**config.mk**
```make
export PLATFORM = sky130hd
export DESIGN_NAME = pwm_dac_quad
export DESIGN_NICKNAME = d
export VERILOG_FILES = /design/src/rtl/pwm_dac_quad.sv
export SDC_FILE = /design/constraint.sdc
export NUM_CORES = 1
export LEC_CHECK = 0
export ABC_AREA = 1
export BUFFER_PORTS_ARGS = -buffer_cell sky130_fd_sc_hd__buf_2
export CORE_MARGIN = 2
export CORE_UTILIZATION = 60
export CTS_CLUSTER_SIZE = 24
export DETAILED_ROUTE_END_ITERATION = 7
export PLACE_DENSITY = 0.85
export REMOVE_ABC_BUFFERS = 1
export SLEW_MARGIN = 5
export SYNTH_ARGS = -nofsm -noshare
export SYNTH_HDL_FRONTEND = slang
export SYNTH_SLANG_ARGS = --single-unit
```
**constraint.sdc**
```tcl
create_clock -name clk -period 1.9 [get_ports clk]
set_input_delay 0.285 -clock clk [delete_from_list [all_inputs] [get_ports clk]]
set_output_delay 0.285 -clock clk [all_outputs]
set_load 0.02 [all_outputs]
```
**src/rtl/pwm_dac_quad.sv**
```systemverilog
module pwm_dac_quad #(
  parameter int NCH = 4,
  parameter int DW  = 8
) (
  input  logic                   clk,
  input  logic                   rst_n,
  input  logic                   tick,
  input  logic                   stop,
  input  logic                   wr_en,
  input  logic [$clog2(NCH)-1:0] wr_sel,
  input  logic [DW-1:0]          wr_data,
  input  logic [NCH-1:0]         mode,
  input  logic [NCH-1:0]         gpo,
  output logic [NCH-1:0]         pull_dn
);
  localparam logic [DW-1:0] CNT_MAX = {DW{1'b1}};

  logic [DW-1:0]           cnt_q;
  logic [NCH-1:0][DW-1:0]  hold_q;
  logic [NCH-1:0][DW-1:0]  act_q;
  logic                    step, wrap;

  assign step = tick && !stop;
  assign wrap = step && (cnt_q == CNT_MAX);

  always_ff @(posedge clk or negedge rst_n) begin
    if (!rst_n) begin
      cnt_q  <= '0;
      hold_q <= '0;
      act_q  <= '0;
    end else begin
      if (step) cnt_q <= cnt_q + 1'b1;
      if (wrap) act_q <= hold_q;
      if (wr_en) hold_q[wr_sel] <= wr_data;
    end
  end

  always_comb begin
    for (int i = 0; i < NCH; i++) begin
      if (!rst_n || stop) pull_dn[i] = 1'b0;
      else if (mode[i])   pull_dn[i] = (cnt_q >= act_q[i]);
      else                pull_dn[i] = !gpo[i];
    end
  end

  AST_CNT_STEP: assert property (@(posedge clk) disable iff (!rst_n)
    step |=> cnt_q == $past(cnt_q) + 1'b1);
  AST_CNT_FREEZE: assert property (@(posedge clk) disable iff (!rst_n)
    !step |=> $stable(cnt_q));
  AST_ACT_KEEP: assert property (@(posedge clk) disable iff (!rst_n)
    !wrap |=> $stable(act_q));
  AST_ACT_LOAD: assert property (@(posedge clk) disable iff (!rst_n)
    wrap |=> act_q == $past(hold_q));
  AST_STOP_RELEASE: assert property (@(posedge clk) disable iff (!rst_n)
    $rose(stop) |-> pull_dn == '0);
endmodule

```
# ---- After elaboration in Yosys (flattened, before gate mapping)
# Cells that the tools add are included.
dict set report totals {
  regBits 72
  in_bits 23
}
dict set report classes {
  addsub 1
  n_lt_le_gt_ge 6
  eq_ne 1
  muxes 11
  n_reduce_logical 10
}
# operator count
set ops {}
lappend ops {{32-bit bitwise mux} 1}
lappend ops {{8-bit >= comparator} 4}
lappend ops {{8-bit demux with 2-bit select} 1}
lappend ops {{8-bit by 1-bit adder with 8-bit output, second input constant} 1}
lappend ops {{8-bit == test, second input constant} 1}
lappend ops {{1-bit 2-to-1 mux} 8}
lappend ops {{8-bit 2-to-1 mux} 1}
lappend ops {{1-bit zero test} 6}
lappend ops {{1-bit logical AND} 3}
lappend ops {{2-bit by 3-bit less-than comparator with 1-bit output, second input constant} 1}
lappend ops {{2-bit by 1-bit >= comparator with 1-bit output, second input constant} 1}
lappend ops {{1-bit logical OR} 1}

# ---- Longest topological paths before layout
# Gate-level depths: netlist of run 1.
dict set report depth {
  word_depth 5
  mapped_depth 10
  mapped_depth_nobuf 10
}

# ---- Worst setup path before layout of run 1
# OpenSTA, ideal clock, no wires.
dict set report synth_timing {
  path_kind {register to output}
  from {register cnt_q[0]}
  to {output port pull_dn[3]}
  t_arrival_ps 1363
  required_time_ps 1615
  slack_ps 252
  stages_incl_launch_ff 11
  n_path_buf 0
  cell_sequence {dfrtp_1 > inv_1 > ha_1 > inv_1 > nand2_1 > nand2_1 > nand2_1 > nand2_1 > nand2_1 > nand2_1 > a21oi_1}
}
dict set report synth_between {
  elab_chain_cells 3
}
# item line_no
set synth_lines {}
lappend synth_lines {{start: declaration} 18} ;# logic [DW-1:0] cnt_q;
lappend synth_lines {{start signal: assignment} 32} ;# if (step) cnt_q <= cnt_q + 1'b1;
lappend synth_lines {{8-bit >= comparator} 41} ;# else if (mode[i]) pull_dn[i] = (cnt_q >= act_q[i]);
lappend synth_lines {{1-bit 2-to-1 mux} 41}
lappend synth_lines {{1-bit 2-to-1 mux} 40} ;# if (!rst_n || stop) pull_dn[i] = 1'b0;
lappend synth_lines {{end: declaration} 14} ;# output logic [NCH-1:0] pull_dn
# Every way passes these cells.

# ---- Worst setup path in the final report of run 1
dict set report layout_timing {
  from {register cnt_q[3]}
  to {output port pull_dn[0]}
}
# The elaborated chain is that of the path after synthesis.

==> results.md, run 1 <==
- Status: complete, but fails checks
- Failing checks: setup timing
- Final core occ: 0.714
- # setup viols final: 4
- Share of the synthesized area in the top cell type: 0.481
- Final Hold Viols: 0
- Largest net degree at the start of global routing: 73
- Clock Sink Count: 72
- Port Buffers: 26
- Starting Density: 0.625
- Total GRT Usage: 0.242
- Die W: 83.0 um
- GRT Residual Overflow: 0
- Synth Register Bits: 72
- Post-Syn Area: 3740 sq um
- RSZ-0062 raised after global routing: yes
- Worst Path Arrival: 1.83 ns
- Area leader, netlist: dfrtp_1
- DRC: 0
- Antenna cell count: 0
- WL final: 7950 um
- Hold_ws: 0.185 ns
- Rel. slew slack: 0.420
- Pwr Density: 1030 nW/um^2
- Post-route ant nets: 0
- Via/cell ratio: 5.41
- Fin crit share: 1.11
- Via count: 2971
- Final WS setup: -0.210 ns
- Initial antenna violation count: 0
- Layout Skew: 0.0125 ns
- TritonCTS Buffers: 9
- Commonest non-fill, non-tap cell in the layout: nand2_1
- H-tree depth: 3
- R2R cell count: 7
- Maximum VDD drop: 0.623 mV
- DR WL/cell: 14.5 um
- Chip height: 83.0 um
- First-pass GRT wire length: 13400 um
- Placed Area: 3900 sq um
- Worst-margin pin slew: 0.871 ns
- Nets: 525
- Crit path time final: 2.11 ns
- Initial DRT Pass Iterations: 5
- Share of cells above drive strength 1: 0.196
- Worst-path clk slew: 0.07 ns
- CP max FO: 5
- CP Launch Type: register
- Most frequent cells in the layout: nand2_1 (127), dfrtp_1 (66), inv_1 (55)
- Worst Hold Class: input port to asynchronous set/reset pin
- Layout area overhead: 14.3%
- Setup tns final: -0.583 ns
- Average cell area after synthesis: 8.57 sq um
- Root buffer cell: clkbuf_8
- Reg2Reg Launch Point: cnt_q[1]$_DFFE_PN0P_
- Die footprint: 6890 sq um
- Max Clock Freq: 474 MHz
- Number of global-route vias before repair: 2827
- Setup crit end kind: primary output
- Post-route cell area: 4280 sq um
- Ys Warns: 0
- CP Class: register to primary output
- RePlAce Congestion: 0.767
- Post-synthesis cell type count: 21
- PnR Total Power: 4.43 mW
- Internal reg-to-reg setup slack: 0.12 ns
- DRT iter0 DRCs: 231
- Max clock buf depth: 2
- CP Data Required Time: 1.62 ns
- Synth area leaders: dfrtp_1 (48%), nand2_1 (13%), ha_1 (11%)
- Detailed Place HPWL: 5140 um
- Register area share after synthesis: 0.481
- Clk Latency, worst-skew pair: 0.36 ns
- Number of top-level pins: 27
- CTS tree: yes
- Core Area: 5990 sq um
- Max-Cap Viols: 0
- Pleak: 2.19 nW
- Synth Instances: 437
- Slew Viols, Final: 0
- Core Rows: 28
- Reg2reg end: act_q[1]$_DFFE_PN0P_
[what timing repair did]
| item | in CTS | in global routing |
|---|---|---|
| gates resized for setup | 16 | 19 |
| setup endpoints to repair | 4 | 4 |
| hold buffers | 0 | 0 |
| buffers inserted | 4 | 1 |
| endpoints found under the hold margin | 0 | 0 |
| pin swaps | 0 | 3 |
[cell families (layout without fill, tap and decap cells)]
group / count (synthesis) / count (layout) / share of synthesized area
adder cells (fa/ha/maj): 33 / 33 / 0.110
multiplexers: 1 / 1 / 0.00301
XOR/XNOR: 6 / 6 / 0.0140
AND/OR/NAND/NOR: 205 / 205 / 0.240
flip-flops: 72 / 72 / 0.481
AO/OA/AOI/OAI: 48 / 48 / 0.0642
buffers and inverters: 72 / 109 / 0.0872
[critical path: stages, from the launching register on]
cell and delay (ns):
dfrtp_2 0.50, ha_1 0.34, nand2_1 0.09, inv_1 0.07
nand2_1 0.07, nand2_2 0.08, nand2_2 0.05, a21oi_2 0.12
buf_4 0.15
[power breakdown]
| part | switching (mW) | internal (mW) | total, mW |
|---|---|---|---|
| registers | 0.219 | 1.72 | 1.94 |
| logic | 0.706 | 0.604 | 1.31 |
| clock network | 0.586 | 0.594 | 1.18 |
[per-layer routing]
metal  wire, um  track usage  up-vias
met3        315       0.0567       22
met5          0            0        -
met4        214        0.109        0
met1       3720        0.334     1412
li1           -            -     1449
met2       3700        0.365       88
[synthesized netlist by cell type]
library cell	number
nand4_1	1
ha_1	33
nor3_4	1
xnor2_1	2
xor2_1	4
a21oi_1	12
buf_4	3
inv_2	1
nand2_4	1
nand3_1	38
clkbuf_1	4
nand2_2	7
inv_1	58
dfrtp_1	72
mux2_2	1
nor2_4	2
nand3b_1	7
nor2_1	14
buf_6	6
o21ai_0	36
nand2_1	134
[per-stage QoR]
step,std cells,worst slack (ns)
5_1_grt,549,-0.267
4_1_cts,548,-0.161
2_1_floorplan,424,0.0520
6_report,549,-0.210
3_5_place_dp,528,0.184
3_3_place_gp,528,0.240
[registers in the layout (all words and copies together), names as in the netlist]
register,count
act_q,32
cnt_q,8
hold_q,32
[final cells by class]
class | count | area [sq um]
Tap cell | 75 | 93.8
Inverter | 59 | 221
Clock buffer | 9 | 124
Clock inverter | 7 | 62.6
Multi-Input combinational cell | 293 | 1760
Sequential cell | 72 | 1810
Fill cell | 394 | 1710
Timing Repair Buffer | 34 | 213
[worst max path at each step]
stage                                    start                     to  cells after the start
after global routing      cnt_q[3]$_DFFE_PN0P_             pull_dn[0]                      8
after detailed placement  cnt_q[1]$_DFFE_PN0P_   act_q[1]$_DFFE_PN0P_                      6
after global placement    cnt_q[0]$_DFFE_PN0P_             pull_dn[3]                     11
after floorplan           cnt_q[6]$_DFFE_PN0P_  act_q[10]$_DFFE_PN0P_                      5
final                     cnt_q[3]$_DFFE_PN0P_             pull_dn[0]                      8
after CTS                 cnt_q[1]$_DFFE_PN0P_             pull_dn[2]                      8
Note: power is estimated with default switching activity, not from simulation.
==> run 2: changes to the inputs <==
Settings changed: SLEW_MARGIN 5 to 40, TNS_END_PERCENT set to 5.
==> results.md, run 2 (synthesis gave the netlist of run 1 again) <==
- Detailed Place HPWL: 5150 um (was 5140 um)
- H-tree depth: 3 (unchanged)
- Cells along the critical path: ha_1 > nand2_1 > nand3b_1 > nand2_1 > nand2_1 > nand2_1 > a21oi_1 > buf_4 (was ha_1 > nand2_1 > inv_1 > nand2_1 > nand2_2 > nand2_2 > a21oi_2 > buf_4)
- PnR Total Power: 4.18 mW (was 4.43 mW)
- Worst-margin pin slew: 0.619 ns (was 0.871 ns)
- DRT iter0 DRCs: 197 (was 231)
- Starting Density: 0.625 (unchanged)
- Internal reg-to-reg setup slack: 0.14 ns (was 0.12 ns)
- Reg2reg end: act_q[17]$_DFFE_PN0P_ (was act_q[1]$_DFFE_PN0P_)
- Clk Latency, worst-skew pair: 0.34 ns (was 0.36 ns)
- Failing checks: setup timing (unchanged)
- Core Rows: 28 (unchanged)
- Via/cell ratio: 5.29 (was 5.41)
- Initial antenna violation count: 0 (unchanged)
- Initial DRT Pass Iterations: 4 (was 5)
- Max incr delay on CP: 0.48 ns (was 0.50 ns)
- Filler cells: 424 (was 394)
- # hold bufs at CTS: 0 (unchanged)
- RSZ-0062 raised after global routing: yes (unchanged)
- Pwr Density: 1000 nW/um^2 (was 1030 nW/um^2)
- Core Area: 5990 sq um (unchanged)
- Hold_ws: 0.0845 ns (was 0.185 ns)
- Pleak: 2.18 nW (was 2.19 nW)
- Most frequent cells in the layout: nand2_1 (133), dfrtp_1 (67), inv_1 (57) (was nand2_1 (127), dfrtp_1 (66), inv_1 (55))
- Clock Sink Count: 72 (unchanged)
- Crit path time final: 2.06 ns (was 2.11 ns)
- GRT Residual Overflow: 0 (unchanged)
- Reg2Reg Launch Point: cnt_q[1]$_DFFE_PN0P_ (unchanged)
- CP Data Required Time: 1.62 ns (about the same)
- Slew Viols, Final: 0 (unchanged)
- CP Launch Type: register (unchanged)
- First-pass GRT wire length: 13200 um (was 13400 um)
- Layout area overhead: 11.7% (was 14.3%)
- TritonCTS Buffers: 9 (unchanged)
- Commonest non-fill, non-tap cell in the layout: nand2_1 (unchanged)
- DR WL/cell: 13.8 um (was 14.5 um)
- Max clock buf depth: 2 (unchanged)
- Die footprint: 6890 sq um (unchanged)
- Worst Hold Class: input port to asynchronous set/reset pin (unchanged)
- WL final: 7530 um (was 7950 um)
- Fin crit share: 1.09 (was 1.11)
- CTS tree: yes (unchanged)
- Die W: 83.0 um (unchanged)
- Setup tns final: -0.507 ns (was -0.583 ns)
- Number of top-level pins: 27 (unchanged)
- Setup Slack @ Placement: 0.181 ns (was 0.184 ns)
- Chip height: 83.0 um (unchanged)
- Nets: 522 (was 525)
- Crit. path cell count: 8 (unchanged)
- Layout Skew: 0.00867 ns (was 0.0125 ns)
- Post-route ant nets: 0 (unchanged)
- # setup viols final: 4 (unchanged)
- Root buffer cell: clkbuf_8 (unchanged)
- RePlAce Congestion: 0.767 (unchanged)
- Via count: 2887 (was 2971)
- CP Class: register to primary output (unchanged)
- Post-route cell area: 4180 sq um (was 4280 sq um)
- Top flop regs: act_q x32, hold_q x32, cnt_q x8 (unchanged)
- Worst-path clk slew: 0.08 ns (was 0.07 ns)
- R2R cell count: 7 (unchanged)
- Maximum VDD drop: 0.682 mV (was 0.623 mV)
- DRC: 0 (unchanged)
- Max-Cap Viols: 0 (unchanged)
- Max Clock Freq: 485 MHz (was 474 MHz)
- Final WS setup: -0.162 ns (was -0.210 ns)
- Rel. slew slack: 0.587 (was 0.420)
- Total GRT Usage: 0.236 (was 0.242)
- CP max FO: 6 (was 5)
- Setup crit end kind: primary output (unchanged)
- Number of global-route vias before repair: 2849 (was 2827)
- Final Hold Viols: 0 (unchanged)
- Buf/Inv on CP: 1 (was 2)
- Worst path slowest cell: dfrtp_2 (unchanged)
- Port Buffers: 26 (unchanged)
- Most Frequent Cell on Critical Path: nand2_1
- Worst setup endpoint: pull_dn[1] (was pull_dn[0])
- Placed Area: 3900 sq um (about the same)
- Worst Path Arrival: 1.78 ns (was 1.83 ns)
- Crit. Startpoint: cnt_q[1]$_DFFE_PN0P_ (was cnt_q[3]$_DFFE_PN0P_)
- Status: complete, but fails checks (unchanged)
- Share of cells above drive strength 1: 0.155 (was 0.196)
- Largest net degree at the start of global routing: 73 (unchanged)
- Family with the most delay on the worst path: flip-flops (unchanged)
- Antenna cell count: 0 (unchanged)
[run 2: cell types whose count changed in the layout (fill, tap and decap cells not counted), moves of 4 or more]
cell,before,now
nand2_2,14,8
a21oi_1,5,9
nand2_1,127,133
a21oi_2,7,3
buf_4,11,6
ha_4,7,3
ha_1,26,30
[run 2: how the worst min path moves through the flow]
stage | to | slack (ns) | cells past startpoint
after CTS | hold_q[8]$_DFFE_PN0P_ | 0.10 | 2
after global placement | act_q[6]$_DFFE_PN0P_ | 0.46 | 2
after detailed placement | act_q[27]$_DFFE_PN0P_ | 0.46 | 2
after global routing | hold_q[8]$_DFFE_PN0P_ | 0.14 | 2
after floorplan | act_q[0]$_DFFE_PN0P_ | -0.01 | 0
final | act_q[26]$_DFFE_PN0P_ | 0.08 | 2
[run 2: layout make-up]
type,count,area [sq um],area share
clock buffer,9,124,0.0296
clock inverter,7,62.6,0.0150
timing repair buffer,31,198,0.0473
tap,75,93.8,0.0224
sequential,72,1810,0.432
inverter,59,221,0.0529
multi-input combinational,293,1680,0.401
[run 2: power breakdown]
| group | switching (mW) | internal, mW |
|---|---|---|
| registers | 0.212 | 1.72 |
| clock network | 0.574 | 0.594 |
| logic | 0.593 | 0.495 |
| total | 1.38 | 2.81 |
[run 2: routing by layer]
metal,vias up,GRT usage,part of all wire
li1,1444,-,-
met4,0,0.0924,0.018
met1,1349,0.333,0.47
met5,-,0,0
met2,82,0.361,0.47
met3,12,0.0477,0.044
[run 2: per-stage QoR]
stage,utilization,instances
6_report,0.698,546
5_1_grt,0.698,546
4_1_cts,0.688,545
3_5_place_dp,0.651,528
3_3_place_gp,0.651,528
2_1_floorplan,-,424
[run 2: timing repair]
action	in CTS	in global routing
cloned	0	0
buffers inserted	1	1
resized for setup	8	11
setup endpoints to repair	4	4
